File: src/rtl/touch_adc_resp.sv
module touch_adc_resp #(
  parameter int SYNC_STAGES = 2,
  parameter int RES_W = 12,
  parameter int LOW_W = 8
) (
  input  logic             clk,
  input  logic             rst_n,
  input  logic             sel_n,
  input  logic             sclk,
  input  logic             sdi,
  output logic             sdo,
  output logic             sdo_en,
  input  logic [RES_W-1:0] x_sample,
  input  logic [RES_W-1:0] y_sample,
  input  logic             tp_touch,
  output logic             pen_int_n,
  output logic             conv_start,
  output logic [2:0]       conv_chan,
  output logic             conv_8bit,
  output logic             conv_single,
  output logic [1:0]       conv_pd
);
  localparam int CMD_W = 8;
  localparam logic [4:0] FIRST_DATA = 5'(CMD_W + 1);
  localparam logic [4:0] LAST_HI = 5'(CMD_W + RES_W);
  localparam logic [4:0] LAST_LO = 5'(CMD_W + LOW_W);
  localparam logic [2:0] CH_X = 3'b001;
  localparam logic [2:0] CH_Y = 3'b101;

  logic [2:0] sync_q [SYNC_STAGES];
  logic sel_s, sclk_s, sdi_s, sclk_d;

  always_ff @(posedge clk or negedge rst_n) begin
    if (!rst_n) begin
      for (int i = 0; i < SYNC_STAGES; i++) sync_q[i] <= 3'b100;
      sclk_d <= 1'b0;
    end else begin
      sync_q[0] <= {sel_n, sclk, sdi};
      for (int i = 1; i < SYNC_STAGES; i++) sync_q[i] <= sync_q[i-1];
      sclk_d <= sclk_s;
    end
  end

  assign {sel_s, sclk_s, sdi_s} = sync_q[SYNC_STAGES-1];

  logic rise, fall;
  assign rise = sclk_s & ~sclk_d & ~sel_s;
  assign fall = ~sclk_s & sclk_d & ~sel_s;

  logic [4:0]       cnt;
  logic [CMD_W-1:0] cmd;
  logic [CMD_W-1:0] cmd_next;
  logic [RES_W-1:0] res;
  logic             frame_ok;
  logic             sdo_q;
  logic             en_q;

  assign cmd_next = {cmd[CMD_W-2:0], sdi_s};

  logic [4:0]       bit_idx;
  logic [RES_W-1:0] res_sh;
  logic [4:0]       last_cnt;
  logic             in_data;
  assign bit_idx  = LAST_HI - cnt;
  assign res_sh   = res >> bit_idx;
  assign last_cnt = conv_8bit ? LAST_LO : LAST_HI;
  assign in_data  = frame_ok && cnt >= FIRST_DATA && cnt <= last_cnt;

  always_ff @(posedge clk or negedge rst_n) begin
    if (!rst_n) begin
      cnt <= '0; cmd <= '0; res <= '0; frame_ok <= 1'b0;
      sdo_q <= 1'b0; en_q <= 1'b0; conv_start <= 1'b0;
      conv_chan <= '0; conv_8bit <= 1'b0; conv_single <= 1'b0; conv_pd <= '0;
    end else begin
      conv_start <= 1'b0;
      en_q <= ~sel_s;
      if (sel_s) begin
        cnt <= '0; cmd <= '0; frame_ok <= 1'b0; sdo_q <= 1'b0;
      end else begin
        if (rise) begin
          if (cnt != 5'd31) cnt <= cnt + 5'd1;
          if (cnt < 5'(CMD_W)) cmd <= cmd_next;
          if (cnt == 5'(CMD_W - 1) && cmd_next[CMD_W-1]) begin
            frame_ok    <= 1'b1;
            conv_start  <= 1'b1;
            conv_chan   <= cmd_next[6:4];
            conv_8bit   <= cmd_next[3];
            conv_single <= cmd_next[2];
            conv_pd     <= cmd_next[1:0];
            res <= (cmd_next[6:4] == CH_X) ? x_sample :
                   (cmd_next[6:4] == CH_Y) ? y_sample : '0;
          end
        end
        if (fall) sdo_q <= in_data & res_sh[0];
      end
    end
  end

  assign sdo       = sdo_q;
  assign sdo_en    = en_q;
  assign pen_int_n = ~(tp_touch & (conv_pd != 2'b11));

  p_busy_low_r5: assert property (@(posedge clk) disable iff (!rst_n)
    (fall && cnt == 5'(CMD_W)) |=> !sdo_q);
  p_tail_low_r7: assert property (@(posedge clk) disable iff (!rst_n)
    (fall && cnt > LAST_HI) |=> !sdo_q);
  p_low_pad_r6: assert property (@(posedge clk) disable iff (!rst_n)
    (fall && conv_8bit && cnt > LAST_LO) |=> !sdo_q);
  p_reject_r2: assert property (@(posedge clk) disable iff (!rst_n)
    (rise && cnt == 5'(CMD_W - 1) && !cmd[CMD_W-2]) |=> (!conv_start && $stable(conv_chan) && $stable(conv_pd)));
  p_strobe_pulse_r3: assert property (@(posedge clk) disable iff (!rst_n)
    conv_start |=> !conv_start);
  p_release_r8: assert property (@(posedge clk) disable iff (!rst_n)
    sel_s |=> (!sdo_en && cnt == 5'd0 && !sdo));
  p_pen_quiet_r9: assert property (@(posedge clk) disable iff (!rst_n)
    !tp_touch |-> pen_int_n);
endmodule

File: config.mk
export PLATFORM = sky130hd
export DESIGN_NAME = touch_adc_resp
export DESIGN_NICKNAME = d
export VERILOG_FILES = /design/src/rtl/touch_adc_resp.sv
export SDC_FILE = /design/constraint.sdc
export NUM_CORES = 1
export LEC_CHECK = 0
export CAP_MARGIN = 20
export CORE_AREA = 2 2 72 57
export CTS_CLUSTER_DIAMETER = 50
export DETAILED_ROUTE_END_ITERATION = 16
export DIE_AREA = 0 0 74 59
export HOLD_SLACK_MARGIN = 0.08
export PLACE_DENSITY = 0.82
export SLEW_MARGIN = 10
export SYNTH_ARGS = -nofsm -noshare
export SYNTH_HDL_FRONTEND = slang
export SYNTH_SLANG_ARGS = --single-unit
File: constraint.sdc
create_clock -name clk -period 4.8 [get_ports clk]
set_input_delay 1.44 -clock clk [delete_from_list [all_inputs] [get_ports clk]]
set_output_delay 1.44 -clock clk [all_outputs]
set_load 0.01 [all_outputs]
After elaboration in Yosys (flattened, before gate mapping). Index checks and enable logic that the tools add are counted.

Register bits after elaboration: 42. Output and inout bits: 11.

$add $sub $neg: 2. Magnitude comparators: 3. Eq/ne operators: 5. Shift-type cells: 1. Mux-type cells: 17. Bitwise logic cells: 10. Reductions and logical operators: 12.

Operator list (count): $mux 12 (2); $mux 7 (3); $mux 5 (3); $shr 12x5->1 (1); $reduce_bool 2->1 (5); $mux 1 (8); $and 1x1->1 (6); $reduce_and 2->1 (3); $add 5x1->5 const B (1); $eq 5x3->1 const B (1); $ge 5x4->1 const B (1); $le 5x5->1 (1); $lt 5x4->1 const B (1); $ne 5x5->1 const B (1); $sub 5x5->5 const A (1); $not 1->1 (4); $eq 3x1->1 const B (1); $eq 3x3->1 const B (1); $logic_and 1x1->1 (3); $mux 3 (1); $reduce_and 3->1 (1); $ne 2x2->1 const B (1).

Logic depth before layout (Yosys ltp).
Depth in word-level cells: 6. Mapped depth: 7. Depth with buffers taken out: 7.

Worst setup path before layout. No wires, ideal clock.

Path type: input to output. From: input tp_touch. To: output pen_int_n. Data arrival time: 1521 ps. Required time: 3360 ps. Path slack: 1839 ps. Cell stages on the path: 1. Path buffers: 0. Cells stage by stage: nand2_1.

Longest elaborated chain between the ends: 2.

Ends and longest elaborated chain: start: declaration (RTL line 15) `input logic tp_touch,`; $and 1x1->1 (RTL line 101) `assign pen_int_n = ~(tp_touch & (conv_pd != 2'b11));`; $not 1->1 (RTL line 101); end: declaration (RTL line 16) `output logic pen_int_n,`.

Every way passes these cells.

Final worst setup path. Ends and elaborated chain as after synthesis.

==> results.sh <==
export IMPL_start_util_pct=53.5
export IMPL_p_int_mw=0.546
export IMPL_status="finished, final reports clean"
export IMPL_synth_top_area_cell="dfrtp_1"
export IMPL_drcViolationCount=0
export IMPL_dieHeight_microns=59
export IMPL_hold_viol=0
export IMPL_via_count=1333
export IMPL_power_switching_mw=0.144
export IMPL_grt_use_total_pct=19.6
export IMPL_core_sq_mm=0.00359
export IMPL_path_class="in2out"
export IMPL_cp_required_ns=3.36
export IMPL_clk_pin_slew_ns=0.07
export IMPL_synth_cells=163
export IMPL_gp_congestion=0.798
export IMPL_io_buffers=40
export IMPL_cts_hold_buf=0
export IMPL_vdd_drop_max_mv=0.171
export IMPL_maxSlewHeadroom_pct=29.6
export IMPL_grt_pass1_vias=1361
export IMPL_clockPowerShare_pct=39.3
export IMPL_yosys_warnings=0
export IMPL_rows=19
export IMPL_areaGrowthSynthToFinish_pct=26.4
export IMPL_num_antenna_cells=0
export IMPL_synth_edf_count=0
export IMPL_cts_setup_buffers=0
export IMPL_p_leak_nw=1.00
export IMPL_cts_tree="built"
export IMPL_place_area_sq_mm=0.00232
export IMPL_layout_nets=237
export IMPL_fin_crit_sh_pct=80.5
export IMPL_setup_viol=0
export IMPL_synth_cell_types=33
export IMPL_slew_violations=0
export IMPL_cts_resized_gates=0
export IMPL_wl_per_cell_microns=14.1
export IMPL_synthesis_area_sq_mm=0.00192
export IMPL_p_seq_share_pct=53.0
export IMPL_synth_fp_nets=198
export IMPL_synth_seq_cells=42
export IMPL_fin_worst_skew_ns=0.00535
export IMPL_final_cell_area_sq_mm=0.00243
export IMPL_synth_ff_type="dfrtp_1"
export IMPL_hold_path_class="reg2reg"
export IMPL_grt_pass1_wl_microns=6410
export IMPL_h_tree_depth=2
export IMPL_clock_sinks=42
export IMPL_synth_top_area_share_pct=52.2
export IMPL_holdWs_ns=0.353
export IMPL_fin_util_pct=67.6
export IMPL_synth_area_leaders="dfrtp_1 (52%), mux2i_1 (4.7%), a22oi_1 (4.7%)"
export IMPL_die_area_sq_mm=0.00437
export IMPL_vias_per_cell=5.23
export IMPL_antenna_left=0
export IMPL_grt_overflow_total=0
export IMPL_fp_dieW_microns=74
export IMPL_grt_max_degree=43
export IMPL_fin_setup_tns_ns=0
export IMPL_yosysSeqAreaShare_pct=54.9
export IMPL_switching_share_pct=20.9
export IMPL_synth_avg_cell_area_sq_um=11.8
export IMPL_io_pins=41
export IMPL_max_clock_path_buffers=2
export IMPL_place_ws_ns=0.935
export IMPL_first_pass_iters=5
export IMPL_fmax_ghz=0.259
export IMPL_rsz0062_at_grt="no"
export IMPL_min_period_ns=3.86
export IMPL_drv_cap=0
export IMPL_tightest_slew_ns=1.05
export IMPL_clock_latency_ns=0.29
export IMPL_cp_end_kind="output pin"
export IMPL_crit_fanout=1
export IMPL_dp_hpwl_microns=2660
export IMPL_root_buffer="clkbuf_8"
export IMPL_drt_iter0_drc=55
export IMPL_worst_slack_ns=0.936
export IMPL_p_per_area_mw_per_mm2=285
export IMPL_antenna_found_initial=0
export IMPL_cts_buffers_inserted=5
export IMPL_drive_above_1_share_pct=11.3
export IMPL_crit_arrival_ns=2.42
export IMPL_crit_path_start_kind="input pin"
export IMPL_share_comb_of_total_power_pct=7.6
export IMPL_ys_async_sr_fraction_pct=100
export IMPL_routed_wl_microns=3590
-- kinds of logic after synthesis --
logic type / synth area share, %
flip-flops: 54.9
XOR/XNOR: 2.28
multiplexers: 11.9
AND/OR/NAND/NOR: 11.7
AO/OA/AOI/OAI: 10.8
adder cells (fa/ha/maj): 3.26
buffers and inverters: 5.15
-- per-stage QoR --
stage | cells | total power [mW]
CTS | 255 | 0.700
global placement | 246 | 0.424
global route | 255 | 0.721
detailed placement | 247 | 0.426
finish | 255 | 0.690
floorplan | 163 | 0.390
-- layout make-up --
| cell class | count | area [sq um] |
|---|---|---|
| inverter | 6 | 22.5 |
| multi-input combinational | 105 | 767 |
| timing repair buffer | 42 | 408 |
| fill | 263 | 1160 |
| clock inverter | 2 | 37.5 |
| tap | 52 | 65.1 |
| clock buffer | 6 | 72.6 |
| sequential | 42 | 1050 |
-- state kept, by name, summed over array words and instances (netlist names), 2 cells and up --
name and flops:
conv_chan 3, res 12, conv_pd 2, cmd 7, cnt 5, sync_q 3
-- path summary, 6_finish.rpt --
| path | slack (ns) | depth (start not counted) | to | from |
|---|---|---|---|---|
| setup / recovery | 0.94 | 3 | pen_int_n | tp_touch |
| hold / removal | 0.35 | 0 | sclk_s | sync_q[4] |
| setup reg to reg | 1.99 | 5 | res[7] | cnt[3] |
| hold reg to reg | 0.35 | 0 | sclk_s | sync_q[4] |
| max in group asynchronous | 2.97 | 1 | conv_pd[1] | rst_n |
| min in group asynchronous | 1.27 | 1 | res[3] | rst_n |
-- Yosys cell counts (2+ instances only) --
cell type / n
o21ai_0: 4
a21oi_1: 14
dfrtp_1: 40
nor3b_1: 3
nand2_1: 6
nand2b_1: 3
xnor2_1: 3
ha_1: 5
mux2_2: 5
inv_1: 6
dfstp_2: 2
mux2i_1: 9
clkbuf_1: 4
buf_6: 3
a22oi_1: 12
xor2_1: 2
nor2_1: 24
mux4_2: 3
-- critical path, stage by stage --
cell and delay [ns]:
clkdlybuf4s50_1 0.40, nand2_1 0.06, clkdlybuf4s50_1 0.52
-- power by group through the flow --
stage,clock network [mW],registers [mW],logic [mW]
2_1_floorplan,0,0.369,0.0211
4_1_cts,0.280,0.366,0.0534
3_5_place_dp,0,0.373,0.0530
6_report,0.272,0.366,0.0525
5_1_grt,0.296,0.368,0.0579
3_3_place_gp,0,0.373,0.0512
-- metal layers --
metal / track usage [%] / wire, microns / vias up
li1: - / - / 646
met4: 4.68 / 13 / 0
met3: 6.46 / 157 / 2
met1: 26.6 / 1620 / 661
met5: 0 / 0 / -
met2: 30.7 / 1790 / 24
-- placed cells by master (no fill, tap or decap), types with 2 or more instances in the layout --
cell,count
clkbuf_8,5
ha_1,5
dfrtp_1,40
a22oi_1,12
mux2i_1,9
mux4_2,3
buf_2,2
xor2_1,2
nand2b_1,3
a21oi_1,14
nor3b_1,3
o21ai_0,4
nor2_1,24
mux2_2,5
dfstp_2,2
nand2_1,6
clkdlybuf4s50_1,39
inv_1,6
xnor2_1,3
Power figures use the tool's default switching activity.
